## src/rtl/int_alu_pkg.sv

```systemverilog
package int_alu_pkg;

    typedef enum logic [3:0] {
        OP_AND = 4'd0,
        OP_OR  = 4'd1,
        OP_ADD = 4'd2,
        OP_SUB = 4'd6,
        OP_SLT = 4'd7,
        OP_NOR = 4'd12,
        OP_XOR = 4'd13
    } alu_op_e;

    function automatic logic op_is_arith(input logic [3:0] code);
        return (code == OP_ADD) || (code == OP_SUB);
    endfunction

    function automatic logic op_uses_sub(input logic [3:0] code);
        return (code == OP_SUB) || (code == OP_SLT);
    endfunction

endpackage

```

## src/rtl/int_alu_addsub.sv

```systemverilog
module int_alu_addsub #(
    parameter int WIDTH = 32
) (
    input  logic [WIDTH-1:0] in_a,
    input  logic [WIDTH-1:0] in_b,
    input  logic             do_sub,
    output logic [WIDTH-1:0] sum,
    output logic             ovf_raw
);

    logic [WIDTH:0]   carry;
    logic [WIDTH-1:0] b_eff;

    assign carry[0] = do_sub;

    for (genvar i = 0; i < WIDTH; i++) begin : g_bit
        assign b_eff[i]     = in_b[i] ^ do_sub;
        assign sum[i]       = in_a[i] ^ b_eff[i] ^ carry[i];
        assign carry[i+1]   = (in_a[i] & b_eff[i]) |
                              (in_a[i] & carry[i]) |
                              (b_eff[i] & carry[i]);
    end

    assign ovf_raw = carry[WIDTH] ^ carry[WIDTH-1];

endmodule

```

## src/rtl/int_alu_bitwise.sv

```systemverilog
module int_alu_bitwise #(
    parameter int WIDTH = 32
) (
    input  logic [WIDTH-1:0] in_a,
    input  logic [WIDTH-1:0] in_b,
    output logic [WIDTH-1:0] and_o,
    output logic [WIDTH-1:0] or_o,
    output logic [WIDTH-1:0] nor_o,
    output logic [WIDTH-1:0] xor_o
);

    assign and_o = in_a & in_b;
    assign or_o  = in_a | in_b;
    assign nor_o = ~(in_a | in_b);
    assign xor_o = in_a ^ in_b;

endmodule

```

## src/rtl/int_alu.sv

```systemverilog
module int_alu
    import int_alu_pkg::*;
#(
    parameter int WIDTH = 32
) (
    input  logic [3:0]       op_sel,
    input  logic [WIDTH-1:0] opnd_a,
    input  logic [WIDTH-1:0] opnd_b,
    output logic [WIDTH-1:0] result,
    output logic             zero,
    output logic             ovf
);

    localparam int MSB = WIDTH - 1;

    logic [WIDTH-1:0] sum_w;
    logic             ovf_w;
    logic [WIDTH-1:0] and_w, or_w, nor_w, xor_w;
    logic             less_w;
    alu_op_e          op_e;

    assign op_e = alu_op_e'(op_sel);

    int_alu_addsub #(.WIDTH(WIDTH)) u_addsub (
        .in_a    (opnd_a),
        .in_b    (opnd_b),
        .do_sub  (op_uses_sub(op_sel)),
        .sum     (sum_w),
        .ovf_raw (ovf_w)
    );

    int_alu_bitwise #(.WIDTH(WIDTH)) u_bitwise (
        .in_a  (opnd_a),
        .in_b  (opnd_b),
        .and_o (and_w),
        .or_o  (or_w),
        .nor_o (nor_w),
        .xor_o (xor_w)
    );

    // Sign of the difference, corrected when the subtraction wrapped
    assign less_w = sum_w[MSB] ^ ovf_w;

    always_comb begin
        case (op_e)
            OP_AND:  result = and_w;
            OP_OR:   result = or_w;
            OP_ADD:  result = sum_w;
            OP_SUB:  result = sum_w;
            OP_SLT:  result = {{(WIDTH-1){1'b0}}, less_w};
            OP_NOR:  result = nor_w;
            OP_XOR:  result = xor_w;
            default: result = '0;
        endcase
    end

    assign zero = ~|result;
    assign ovf  = op_is_arith(op_sel) & ovf_w;

endmodule

```

## config.mk

```make
export PLATFORM = sky130hd
export DESIGN_NAME = int_alu
export DESIGN_NICKNAME = d
export VERILOG_FILES = /design/src/rtl/int_alu_pkg.sv /design/src/rtl/int_alu_addsub.sv /design/src/rtl/int_alu_bitwise.sv /design/src/rtl/int_alu.sv
export SDC_FILE = /design/constraint.sdc
export NUM_CORES = 1
export LEC_CHECK = 0
export BUFFER_PORTS_ARGS = -buffer_cell sky130_fd_sc_hd__buf_2
export CAP_MARGIN = 10
export CELL_PAD_IN_SITES_DETAIL_PLACEMENT = 2
export CELL_PAD_IN_SITES_GLOBAL_PLACEMENT = 2
export CORE_MARGIN = 5
export CORE_UTILIZATION = 32
export DETAILED_ROUTE_END_ITERATION = 16
export GPL_TIMING_DRIVEN = 0
export PLACE_DENSITY_LB_ADDON = 0.1
export SYNTH_ARGS = -nofsm -noshare
export SYNTH_HDL_FRONTEND = slang
export SYNTH_SLANG_ARGS = --single-unit
```

## constraint.sdc

```tcl
create_clock -name vclk -period 27.4
set_input_delay 5.48 -clock vclk [all_inputs]
set_output_delay 5.48 -clock vclk [all_outputs]
set_load 0.03 [all_outputs]
```

# After elaboration in Yosys (flattened, before gate mapping)
# Index checks and enable logic that the tools add are counted.
totals:
  ff_bits: 0
  inputBits: 68
  out_inout_bits: 34
classes:
  eq_ne: 6
  muxes: 1
  n_bitwise: 263
  reduce_logical: 6
op_table:
  columns: ["operator", "n"]
  rows:
  - ["$pmux W32 S6", 1]
  - ["$xor A1 B1 Y1", 98]
  - ["$and A1 B1 Y1", 97]
  - ["$or A1 B1 Y1", 64]
  - ["$and A32 B32 Y32", 1]
  - ["$not A32 Y32", 1]
  - ["$or A32 B32 Y32", 1]
  - ["$reduce_or A32 Y1", 1]
  - ["$xor A32 B32 Y32", 1]
  - ["$eq A4 B3 Y1 const B", 2]
  - ["$eq A4 B4 Y1 const B", 2]
  - ["$eq A4 B1 Y1 const B", 1]
  - ["$eq A4 B2 Y1 const B", 1]
  - ["$logic_not A4 Y1", 1]
  - ["$logic_or A1 B1 Y1", 2]
  - ["$reduce_or A2 Y1", 1]
  - ["$logic_not A1 Y1", 1]

# Logic depth before layout (Yosys ltp)
logic_depth:
  ltp_word: 104
  mapped_depth: 47
  ltp_nobuf: 44

# Modules after synthesis
# A second synthesis with hierarchy kept.
hier_totals:
  cells_unflattened: 543
  area_unflattened_um2: 4282.9
modules_own_cells:
  columns: ["mod", "n_inst", "cells_per_inst", "area_each_um2", "seq_area_each_um2"]
  rows:
  - ["int_alu_bitwise", 1, 192, 1561.5, 0.0]
  - ["int_alu", 1, 223, 1510.2, 0.0]
  - ["int_alu_addsub", 1, 128, 1211.2, 0.0]

# Least setup slack after synthesis
# OpenSTA, ideal clock, no wires.
synth_path:
  path_kind: "input to output"
  from: "input op_sel[2]"
  to: "output zero"
  t_arrival_ns: 21.110
  required_time_ns: 21.920
  setup_slack_ns: 0.810
  cell_stages: 47
  path_buffers: 5
  cell_sequence: "buf_2 > clkbuf_1 > clkbuf_1 > buf_1 > nand2_1 > buf_1 > xnor2_1 > fa_1 > fa_1 > inv_1 > fa_1 > fa_1 > fa_1 > fa_1 > fa_1 > fa_1 > fa_1 > fa_1 > (+11 left out) > inv_1 > fa_1 > fa_1 > fa_1 > fa_1 > fa_1 > fa_1 > fa_1 > fa_1 > fa_1 > fa_1 > fa_1 > or4_1 > o22ai_1 > o21ai_0 > nor4_1 > nand2_1 > nor4_2"
synth_between:
  elab_chain_cells: 104
synth_rtl:
  columns: ["element", "line_no", "source"]
  rows:
  - ["start: declaration", "int_alu.sv:6", "input logic [3:0] op_sel,"]
  - ["$eq A4 B3 Y1", "int_alu_pkg.sv:18, int_alu.sv:45", null]
  - ["$logic_or A1 B1 Y1", "int_alu_pkg.sv:18", "return (code == OP_SUB) || (code == OP_SLT);"]
  - ["$xor A1 B1 Y1", "int_alu_addsub.sv:17", "assign b_eff[i] = in_b[i] ^ do_sub;"]
  - ["$and A1 B1 Y1", "int_alu_addsub.sv:19", "assign carry[i+1] = (in_a[i] & b_eff[i]) |"]
  - ["$or A1 B1 Y1", "int_alu_addsub.sv:19", null]
  - ["$or A1 B1 Y1", "int_alu_addsub.sv:20", "(in_a[i] & carry[i]) |"]
  - ["$and A1 B1 Y1", "int_alu_addsub.sv:20", null]
  - ["$or A1 B1 Y1", "int_alu_addsub.sv:19", null]
  - ["(+88 left out)", null, null]
  - ["$and A1 B1 Y1", "int_alu_addsub.sv:20", null]
  - ["$or A1 B1 Y1", "int_alu_addsub.sv:19", null]
  - ["$or A1 B1 Y1", "int_alu_addsub.sv:20", null]
  - ["$xor A1 B1 Y1", "int_alu_addsub.sv:24", "assign ovf_raw = carry[WIDTH] ^ carry[WIDTH-1];"]
  - ["$xor A1 B1 Y1", "int_alu.sv:42", "assign less_w = sum_w[MSB] ^ ovf_w;"]
  - ["$pmux W32 S6 (*)", "int_alu.sv:45", "case (op_e)"]
  - ["$reduce_or A32 Y1 (*)", "int_alu.sv:57", "assign zero = ~|result;"]
  - ["$logic_not A1 Y1 (*)", "int_alu.sv:57", null]
  - ["end: declaration", "int_alu.sv:10", "output logic zero,"]
# Mark *: on every way between the ends. The rest lies on a longest branch, timed or not.

# Worst setup path after layout
# Ends and elaborated chain as after synthesis.

==> flow_summary.ini <==
[floorplan]
fp.dieH_um = 118.8
num_rows = 39
die_w_um = 118.8
ios = 102
coreArea_mm2 = 0.01152
die_area_mm2 = 0.01412
start_util = 0.3291

[yosys]
synthCells = 474
syn_nets = 638
synth_top_area_cell = ha_1
yosys_warnings = 0
synth.top_cell.area_share = 0.2113
ys_seq_area_frac = 0
avgSynthCellArea_um2 = 7.996
synthTopCellsByArea = ha_1 (21%), fa_1 (17%), xnor2_1 (7.4%)
syn-cell-area_mm2 = 0.003790
ys_types = 61

[outcome]
outcome = complete, no violations

[sta]
tightest_slew_ns = 1.110
slew_headroom = 0.2585
drv_slew = 0
fmaxAchievable_mhz = 37.06
fin_crit_ns = 26.98
setup_viol = 0
period_share = 0.9847
fin_setup_tns_ns = 0
hold_violations = 0

[power]
peakVddDrop_v = 0.000006484
leakage_nw = 2.214
power_density_mw_per_mm2 = 22.00
power_mw = 0.09986

[worst_hold_path]
worstHoldPathType = in2out

[worst_setup_path]
cp-end-kind = primary output
slowest_delay_ns = 0.53
cp.required_ns = 21.92
crit_path_frequent_cell = fa_1
path_max_fanout = 13
critPathKind = in2out
cp-start-kind = input port
cp.arrival_ns = 21.50
slowest_stage = fa_1

[detailed_routing]
drc = 0
wl_per_cell_um = 21.92
vias = 3993
drt-initial-drc-count = 127
wirelength_mm = 15.72
via_per_inst = 5.569
firstDrtPassIters = 4
antenna_left = 0

[global_route]
grt_pass1_wl_mm = 24.65
gr-total-overflow = 0
antenna_found_initial = 0
track_usage = 0.2171
grt_pass1_vias = 4538
grt_max_degree = 14

[finish]
utilization = 0.3941
drive_gt1_frac = 0.2683
clkbuf_count = 0
seq_area_um2 = 0
antenna_cells = 0
nets = 740
areaGrowthSynthToFinish_pct = 19.74
final_area_mm2 = 0.004538
design.seq.count = 0

[placement]
place.gp.congestion = 0.8677
hpwlAfterDp_mm = 13.39
io_buffers = 101
postPlaceCellArea_mm2 = 0.004474

[flow_run]
cap_viol_max_count = 0

[clock_network]
cts_setup_buffers = 0
## stage by stage
step	setup slack [ns]	hold WS (ns)	cells
2_1_floorplan	0.8097	11.17	474
3_3_place_gp	-1.945	11.46	718
3_5_place_dp	-2.201	11.48	718
4_1_cts	0.03448	11.48	717
5_1_grt	-0.04771	11.51	717
6_report	0.4187	11.47	717
## cell usage in the layout (no fill, tap or decap), types with 7 or more instances in the layout
| master | count |
|---|---|
| buf_2 | 106 |
| inv_1 | 71 |
| ha_1 | 64 |
| nand2_1 | 46 |
| xnor2_1 | 32 |
| o21ai_0 | 21 |
| fa_1 | 20 |
| a21oi_1 | 17 |
| clkbuf_1 | 13 |
| nand3_1 | 13 |
| fa_2 | 12 |
| nor3_1 | 10 |
| or2_2 | 9 |
| nand2b_1 | 9 |
| mux4_2 | 9 |
| nor2b_1 | 8 |
| a32oi_1 | 8 |
| a311oi_1 | 8 |
| o221ai_1 | 7 |
| nor3b_1 | 7 |
## logic make-up (layout without fill, tap and decap cells)
group,count (synthesis),in the layout,share of synthesized area
fa+ha+maj,96,96,0.3803
compound gates,98,98,0.1806
xor+xnor,32,32,0.07395
buf+inv,105,205,0.1113
simple gates,128,128,0.1829
mux,15,15,0.07098
## critical path, delay by kind of cell
family	cells	cell delay, ns
adder cells (fa/ha/maj)	31	12.97
XOR/XNOR	1	0.23
AND/OR/NAND/NOR	5	1.10
buffers and inverters	9	1.44
AO/OA/AOI/OAI	2	0.27
## worst paths after layout
check,start,slack [ns],endpoint,cells after the start
hold / removal,op_sel[1],11.47,ovf,4
setup / recovery,op_sel[2],0.42,zero,48
## final cells by class
class,count,area (µm²)
well taps,143,178.9
plain buffers,32,177.7
inverters,72,270.3
repair buffers,101,510.5
multi-input cells,369,3401
fillers,1376,6978
## layer usage
metal / track usage / vias to the layer above / part of all wire
met3: 0.02701 / 27 / 0.041
met2: 0.4085 / 101 / 0.51
li1: - / 1838 / -
met1: 0.2612 / 2027 / 0.42
met5: 0 / - / 0
met4: 0.05358 / 0 / 0.027
## power breakdown
part | leakage, nW | switching, mW | internal (mW)
Combinational | 2.21 | 0.0608 | 0.0391
Clock | 0 | 0 | 0
Sequential | 0 | 0 | 0
## cell usage after synthesis (all sizes together), types with 8 or more instances
master,count
nand3,13
xnor2,32
ha,64
a21oi,17
fa,32
o21ai,23
a32oi,8
nor2b,8
buf,17
a311oi,8
mux4,9
inv,72
nand2b,9
nand2,47
clkbuf,16
nor3,10
or2,9
## what timing repair did
action,CTS,global route
hold buffers,0,0
endpoints found under the setup margin,6,1
gates resized for setup,28,6
pin swaps,0,1
(Power assumes the default switching activity.)
